`src/rtl/srif_pkg.sv`:
```
package srif_pkg;
    typedef enum logic [1:0] {
        RB_IDLE  = 2'd0,
        RB_WAIT  = 2'd1,
        RB_SHIFT = 2'd2
    } rb_state_e;
endpackage

```
`src/rtl/srif_sync.sv`:
```
module srif_sync #(
    parameter int STAGES = 2
) (
    input  logic clk,
    input  logic rst_n,
    input  logic din,
    output logic level,
    output logic rise
);
    typedef struct packed {
        logic [STAGES-1:0] chain;
        logic              prev;
    } sync_t;

    sync_t sy_d, sy_q;

    always_comb begin
        sy_d       = sy_q;
        sy_d.chain = {sy_q.chain[STAGES-2:0], din};
        sy_d.prev  = sy_q.chain[STAGES-1];
    end

    always_ff @(posedge clk or negedge rst_n) begin
        if (!rst_n) sy_q <= '0;
        else        sy_q <= sy_d;
    end

    assign level = sy_q.chain[STAGES-1];
    assign rise  = sy_q.chain[STAGES-1] & ~sy_q.prev;
endmodule

```
`src/rtl/srif_shift_in.sv`:
```
module srif_shift_in #(
    parameter int W = 32
) (
    input  logic         clk,
    input  logic         rst_n,
    input  logic         shift_en,
    input  logic         bit_in,
    output logic [W-1:0] frame
);
    logic [W-1:0] sh_d, sh_q;

    always_comb begin
        sh_d = sh_q;
        if (shift_en) sh_d = {bit_in, sh_q[W-1:1]};
    end

    always_ff @(posedge clk or negedge rst_n) begin
        if (!rst_n) sh_q <= '0;
        else        sh_q <= sh_d;
    end

    assign frame = sh_q;


    shift_lsb_first_chk: assert property (@(posedge clk) disable iff (!rst_n)
        shift_en |=> (sh_q[W-1] == $past(bit_in)));
endmodule

```
`src/rtl/srif_regbank.sv`:
```
module srif_regbank #(
    parameter int NREG     = 8,
    parameter int W        = 32,
    parameter int ADDR_W   = 5,
    parameter int BANK_TAG = 1,
    parameter int CAL_REG  = 2,
    parameter int CAL_BIT  = 31,
    localparam int IDX_W   = $clog2(NREG),
    localparam int TAG_W   = ADDR_W - IDX_W
) (
    input  logic              clk,
    input  logic              rst_n,
    input  logic              commit,
    input  logic [W-1:0]      frame,
    output logic [NREG*W-1:0] regs_flat,
    output logic              wr_hit,
    output logic [IDX_W-1:0]  wr_idx,
    output logic              cal_start
);
    typedef struct packed {
        logic [NREG-1:0][W-1:0] regs;
        logic                   cal;
    } bank_t;

    bank_t bk_d, bk_q;

    logic [IDX_W-1:0] idx;
    logic             hit;

    assign idx = frame[IDX_W-1:0];
    assign hit = (frame[ADDR_W-1:IDX_W] == TAG_W'(BANK_TAG));

    always_comb begin
        bk_d     = bk_q;
        bk_d.cal = 1'b0;
        if (commit && hit) begin
            bk_d.regs[idx] = frame;
            if (idx == IDX_W'(CAL_REG)) begin
                bk_d.regs[idx][CAL_BIT] = 1'b0;
                bk_d.cal                = frame[CAL_BIT];
            end
        end
    end

    always_ff @(posedge clk or negedge rst_n) begin
        if (!rst_n) bk_q <= '0;
        else        bk_q <= bk_d;
    end

    assign regs_flat = bk_q.regs;
    assign wr_hit    = commit && hit;
    assign wr_idx    = idx;
    assign cal_start = bk_q.cal;


    cal_single_pulse_chk: assert property (@(posedge clk) disable iff (!rst_n)
        cal_start |=> !cal_start);


    cal_bit_clear_chk: assert property (@(posedge clk) disable iff (!rst_n)
        (commit && hit && idx == IDX_W'(CAL_REG)) |=> !regs_flat[CAL_REG*W + CAL_BIT]);


    bad_addr_no_write_chk: assert property (@(posedge clk) disable iff (!rst_n)
        (commit && !hit) |=> $stable(regs_flat));
endmodule

```
`src/rtl/srif_rdbk.sv`:
```
module srif_rdbk
    import srif_pkg::*;
#(
    parameter int NREG    = 8,
    parameter int W       = 32,
    parameter int CNT_W   = 18,
    parameter int CNT_LSB = 13,
    parameter int ERR_BIT = 12,
    parameter int ID_LSB  = 5,
    parameter int ID_W    = 2,
    parameter int CHIP_ID = 3,
    localparam int IDX_W  = $clog2(NREG),
    localparam int CW     = $clog2(W) + 1
) (
    input  logic              clk,
    input  logic              rst_n,
    input  logic              arm,
    input  logic [IDX_W-1:0]  sel,
    input  logic              cnt_sel,
    input  logic [NREG*W-1:0] regs_flat,
    input  logic [CNT_W-1:0]  cnt_val,
    input  logic              cal_err,
    input  logic              sclk_rise,
    output logic              rdbk_out
);
    typedef struct packed {
        rb_state_e     state;
        logic [W-1:0]  word;
        logic [CW-1:0] cnt;
        logic          out;
    } rb_t;

    rb_t rb_d, rb_q;

    logic [W-1:0] stat_word;
    logic [W-1:0] pick_word;

    always_comb begin
        stat_word                    = '0;
        stat_word[W-1]               = cnt_sel;
        stat_word[CNT_LSB +: CNT_W]  = cnt_val;
        stat_word[ERR_BIT]           = cal_err;
        stat_word[ID_LSB +: ID_W]    = ID_W'(CHIP_ID);
        pick_word = regs_flat[int'(sel)*W +: W];
        if (sel == '0) pick_word = stat_word;
    end

    always_comb begin
        rb_d = rb_q;
        if (arm) begin
            rb_d.state = RB_WAIT;
            rb_d.word  = pick_word;
            rb_d.cnt   = '0;
            rb_d.out   = 1'b0;
        end else begin
            case (rb_q.state)
                RB_WAIT: begin
                    if (sclk_rise) rb_d.state = RB_SHIFT;
                end
                RB_SHIFT: begin
                    if (sclk_rise) begin
                        if (rb_q.cnt == CW'(W)) begin
                            rb_d.state = RB_IDLE;
                            rb_d.out   = 1'b0;
                        end else begin
                            rb_d.out  = rb_q.word[0];
                            rb_d.word = {1'b0, rb_q.word[W-1:1]};
                            rb_d.cnt  = rb_q.cnt + 1'b1;
                        end
                    end
                end
                default: rb_d.out = 1'b0;
            endcase
        end
    end

    always_ff @(posedge clk or negedge rst_n) begin
        if (!rst_n) rb_q <= '{state: RB_IDLE, word: '0, cnt: '0, out: 1'b0};
        else        rb_q <= rb_d;
    end

    assign rdbk_out = rb_q.out;


    arm_starts_wait_chk: assert property (@(posedge clk) disable iff (!rst_n)
        arm |=> (rb_q.state == RB_WAIT));


    idle_edge_quiet_chk: assert property (@(posedge clk) disable iff (!rst_n)
        (rb_q.state == RB_WAIT) |-> !rdbk_out);


    done_line_low_chk: assert property (@(posedge clk) disable iff (!rst_n)
        (rb_q.state == RB_IDLE) |-> !rdbk_out);
endmodule

```
`src/rtl/srif_top.sv`:
```
module srif_top #(
    parameter int NREG        = 8,
    parameter int W           = 32,
    parameter int ADDR_W      = 5,
    parameter int BANK_TAG    = 1,
    parameter int SYNC_STAGES = 2,
    parameter int CNT_W       = 18,
    parameter int CNT_LSB     = 13,
    parameter int ERR_BIT     = 12,
    parameter int ID_LSB      = 5,
    parameter int ID_W        = 2,
    parameter int CHIP_ID     = 3,
    parameter int RB_EN_BIT   = 31,
    parameter int RB_SEL_LSB  = 28,
    parameter int CNT_SEL_BIT = 27,
    parameter int CAL_REG     = 2,
    parameter int CAL_BIT     = 31
) (
    input  logic              clk,
    input  logic              rst_n,
    input  logic              ser_clk,
    input  logic              ser_dat,
    input  logic              ser_le,
    input  logic [CNT_W-1:0]  cnt_val,
    input  logic              cal_err,
    output logic              rdbk_out,
    output logic              cal_start,
    output logic [NREG*W-1:0] cfg_regs
);
    localparam int IDX_W = $clog2(NREG);
    localparam int NPIN  = 3;

    logic [NPIN-1:0] pin_raw, pin_lvl, pin_rise;
    assign pin_raw = {ser_le, ser_dat, ser_clk};

    for (genvar g = 0; g < NPIN; g++) begin : g_sync
        srif_sync #(.STAGES(SYNC_STAGES)) u_sync (
            .clk   (clk),
            .rst_n (rst_n),
            .din   (pin_raw[g]),
            .level (pin_lvl[g]),
            .rise  (pin_rise[g])
        );
    end

    logic unused_pins;
    assign unused_pins = pin_lvl[0] ^ pin_lvl[2] ^ pin_rise[1];

    logic [W-1:0]     frame;
    logic             wr_hit;
    logic [IDX_W-1:0] wr_idx;
    logic             rb_arm;

    srif_shift_in #(.W(W)) u_shift (
        .clk      (clk),
        .rst_n    (rst_n),
        .shift_en (pin_rise[0]),
        .bit_in   (pin_lvl[1]),
        .frame    (frame)
    );

    srif_regbank #(
        .NREG(NREG), .W(W), .ADDR_W(ADDR_W), .BANK_TAG(BANK_TAG),
        .CAL_REG(CAL_REG), .CAL_BIT(CAL_BIT)
    ) u_bank (
        .clk       (clk),
        .rst_n     (rst_n),
        .commit    (pin_rise[2]),
        .frame     (frame),
        .regs_flat (cfg_regs),
        .wr_hit    (wr_hit),
        .wr_idx    (wr_idx),
        .cal_start (cal_start)
    );

    assign rb_arm = wr_hit && (wr_idx == '0) && frame[RB_EN_BIT];

    srif_rdbk #(
        .NREG(NREG), .W(W), .CNT_W(CNT_W), .CNT_LSB(CNT_LSB),
        .ERR_BIT(ERR_BIT), .ID_LSB(ID_LSB), .ID_W(ID_W), .CHIP_ID(CHIP_ID)
    ) u_rdbk (
        .clk       (clk),
        .rst_n     (rst_n),
        .arm       (rb_arm),
        .sel       (frame[RB_SEL_LSB +: IDX_W]),
        .cnt_sel   (frame[CNT_SEL_BIT]),
        .regs_flat (cfg_regs),
        .cnt_val   (cnt_val),
        .cal_err   (cal_err),
        .sclk_rise (pin_rise[0]),
        .rdbk_out  (rdbk_out)
    );
endmodule

```
`config.mk`:
```
export PLATFORM = sky130hd
export DESIGN_NAME = srif_top
export DESIGN_NICKNAME = d
export VERILOG_FILES = /design/src/rtl/srif_pkg.sv /design/src/rtl/srif_sync.sv /design/src/rtl/srif_shift_in.sv /design/src/rtl/srif_regbank.sv /design/src/rtl/srif_rdbk.sv /design/src/rtl/srif_top.sv
export SDC_FILE = /design/constraint.sdc
export NUM_CORES = 1
export LEC_CHECK = 0
export BUFFER_PORTS_ARGS = -buffer_cell sky130_fd_sc_hd__buf_2
export CAP_MARGIN = 0
export CORE_ASPECT_RATIO = 1.1
export CORE_MARGIN = 2
export CORE_UTILIZATION = 56
export DETAILED_ROUTE_END_ITERATION = 8
export GPL_ROUTABILITY_DRIVEN = 1
export PLACE_DENSITY = 0.88
export SLEW_MARGIN = 25
export SYNTH_ARGS = -nofsm -noshare
export SYNTH_HDL_FRONTEND = slang
export SYNTH_SLANG_ARGS = --single-unit
```
`constraint.sdc`:
```
create_clock -name clk -period 2.3 [get_ports clk]
set_input_delay 0.46 -clock clk [delete_from_list [all_inputs] [get_ports clk]]
set_output_delay 0.46 -clock clk [all_outputs]
set_load 0.05 [all_outputs]
```
==> qor.csv <==
metric,value,unit
Ys Warns,0,
WP buf/inv,1,
slew margin rel.,0.3416,
Avg Synthesized Cell Area,14.29,um2
startpoint class of the critical path,register,
"Reg clk slew, reported paths",0.06,ns
f_max,503.4,MHz
R2R depth,5,
pins over their slew limit,0,
Synthesized Nets,1060,
CP max-delay cell,and4bb_1,
share of layout cells above drive strength 1,0.4977,
total wire length,38030,um
r2r endpoint,u_bank.regs_flat[74],
Setup crit end kind,register,
Setup Skew,0.009665,ns
vias in the first global route,10320,
io pins,282,
register bit total from synthesis,338,
top-area cell type share of the netlist area,0.5725,
postcts setup bufs,0,
die height,174.3,um
asr flop ratio synth,1.000,
hold path cells,1,
Hold Path End,g_sync[2].u_sync.sy_d[2],
"Most Used Layer, Global Route",met2,
global route overflow,0,
worst r2r src,u_shift.frame[4],
met3 Use GR,0.05321,
Hold Buf Count CTS,1,
Final #Nets,1327,
"most common cell after layout, fill and taps aside",dfrtp_1,
clk buf depth,3,
CP top delay family,simple AND/OR/NAND/NOR gates,
IO buf count,281,
Root Driver,clkbuf_16,
"EDFF count, synth",0,
Vias,9759,
Site Rows,62,
DR pass1 iterations,5,
H-tree lvl count,2,
first-pass GRT wire length,59370,um
Via density,5.816,
Clock Sinks,338,
diode count,0,
CTS resizes,0,
Initial Utilization,0.5668,
sw frac,0.2298,
RSZ-0062 raised after global routing,false,
Hold Path Class,input pin to register,
Area Growth Syn to Fin,20.89,%
Tmin final,1.987,ns
Setup CP Type,register to register,
clk_lat worst skew,0.51,ns
gpl congestion,0.8105,
reg2reg setup slack,0.31,ns
sequential-to-total area share from yosys stat,0.5725,
TritonCTS clock tree,yes,
clock share of power,0.451,
total track usage,0.2746,
sw power,0.003018,W
Syn Inst Count,1034,
Worst path max stage delay,0.40,ns
mapped cell area,14770,um2
Post-DRT Antenna Nets,0,
Critical Path RT,2.69,ns
worst-path fanout max,17,
status,"finished, final reports clean",
PnR worst setup slack,0.3134,ns
fin crit share,0.8637,
final setup fails,0,
Netlist cell types,37,
Worst-Margin Slew,0.9855,ns
Max Cap Violations,0,
Reg power frac,0.473,
leading area contributor after synthesis,dfrtp_1,
DIE AREA,27700,um2
Power Total,0.01314,W
met2 usage,0.4647,
crit path DAT,2.37,ns
largest net degree at the start of global routing,66,
worst vdd ir,0.5802,mV
TritonCTS Buffers,35,
Combinational Power Share,0.077,
initial drt markers,655,
internal power,0.01012,W
DR WL/cell,22.66,um
initial antenna violation count,1,
HP Start,ser_le,
Power Density,735.6,nW/um2
setup TNS,0,ns
Core Area,26070,um2
crit path cell chain,"and4bb_1, nand2b_1, nor2_4, buf_4, mux2_2",
P_leak,9.592,nW
Setup WS pre-CTS,0.3415,ns
Post-synth top flop,dfrtp_1,
"top cells by area, synth","dfrtp_1 (57%), mux2_2 (17%), mux2i_1 (7.4%), mux4_2 (6.4%), nand2_1 (2.6%)",
met1 GRT Util,0.3526,
most frequent cells in the layout,"dfrtp_1 (335), buf_2 (280), mux2_2 (219)",
# DRC,0,
final count of hold timing violations,0,
DP HPWL,25160,um
Die Wd,158.9,um
[power groups by stage]
| stage | clock, W | sequential [W] | combinational (W) |
|---|---|---|---|
| detailed placement | 0 | 0.00631 | 0.00101 |
| CTS | 0.00600 | 0.00620 | 0.00101 |
| global placement | 0 | 0.00630 | 0.000984 |
| global route | 0.00624 | 0.00622 | 0.00109 |
| floorplan | 0 | 0.00614 | 0.000771 |
| finish | 0.00592 | 0.00621 | 0.00101 |
[cell type report]
cell class              instances  area, um2
inverters                       9      33.78
repair buffers                324       1917
fillers                      1819       8205
multi-input cells             593       5778
clock buffers                  57       1121
well taps                     352      440.4
clock inverters                 5      102.6
flip-flops and latches        338       8467
[per-layer routing]
layer | wire, um | part of all wire | vias up
met4 | 1415 | 0.037 | 2
met2 | 19150 | 0.50 | 366
li1 | - | - | 4201
met5 | 15 | 0.00039 | -
met1 | 15210 | 0.40 | 5093
met3 | 2234 | 0.059 | 97
[registers in the layout, summed over array words and instances, names as in the netlist]
name                 cells
g_sync.u_sync.level      3
u_bank.cal_start         1
g_sync.u_sync.sy_q       2
u_rdbk.rdbk_out          1
u_shift.frame           32
u_bank.regs_flat       256
u_rdbk.rb_q             40
g_sync.u_sync.sy_d       3
[stage by stage]
step | std cells | hold slack, ns | utilization | cell area [um2]
after floorplan | 1034 | 0.1644 | - | 14770
after global placement | 1615 | 0.3443 | 0.6379 | 16630
after detailed placement | 1615 | 0.3386 | 0.6379 | 16630
after CTS | 1678 | 0.04229 | 0.6852 | 17860
after global routing | 1678 | 0.04831 | 0.6852 | 17860
final | 1678 | 0.05497 | 0.6852 | 17860
[logic make-up after synthesis]
logic type / after synthesis / synth area share
compound gates: 35 / 0.01889
xor+xnor: 5 / 0.002964
flops: 338 / 0.5725
fa+ha+maj: 2 / 0.001694
buf+inv: 103 / 0.03998
simple gates: 181 / 0.05912
mux: 370 / 0.3048
[worst register-to-register path, delay by kind of cell, from the launching register on]
kind,cells,cell delay [ns]
and+or+nand+nor,3,0.81
DFF,1,0.39
muxes,1,0.38
buffers and inverters,1,0.28
[cells in the mapped netlist (all sizes together) (2+ instances only)]
cell,instances
nand4bb,2
nand3,2
nand2,104
a21oi,3
mux2,219
a221oi,12
nor2,10
and2,11
buf,73
mux4,42
clkbuf,21
nand4,2
nand2b,18
dfrtp,338
or2,8
inv,9
a221o,10
nor2b,18
ha,2
o21ai,7
xnor2,4
mux2i,109
and4bb,2
[worst max-delay path by stage]
| stage | from | to | slack [ns] | cells past startpoint |
|---|---|---|---|---|
| 3_5_place_dp | u_shift.frame[4] | u_bank.regs_flat[71] | 0.34 | 5 |
| 2_1_floorplan | u_shift.frame[4] | u_bank.regs_flat[198] | 0.52 | 6 |
| 3_3_place_gp | u_shift.frame[4] | u_bank.regs_flat[88] | 0.40 | 5 |
| 6_report | u_shift.frame[4] | u_bank.regs_flat[74] | 0.31 | 5 |
| 4_1_cts | u_shift.frame[4] | u_bank.regs_flat[74] | 0.32 | 5 |
| 5_1_grt | u_rdbk.rb_q[1] | u_rdbk.rb_q[35] | 0.26 | 7 |
No activity file was read; power rests on OpenSTA's default activity.
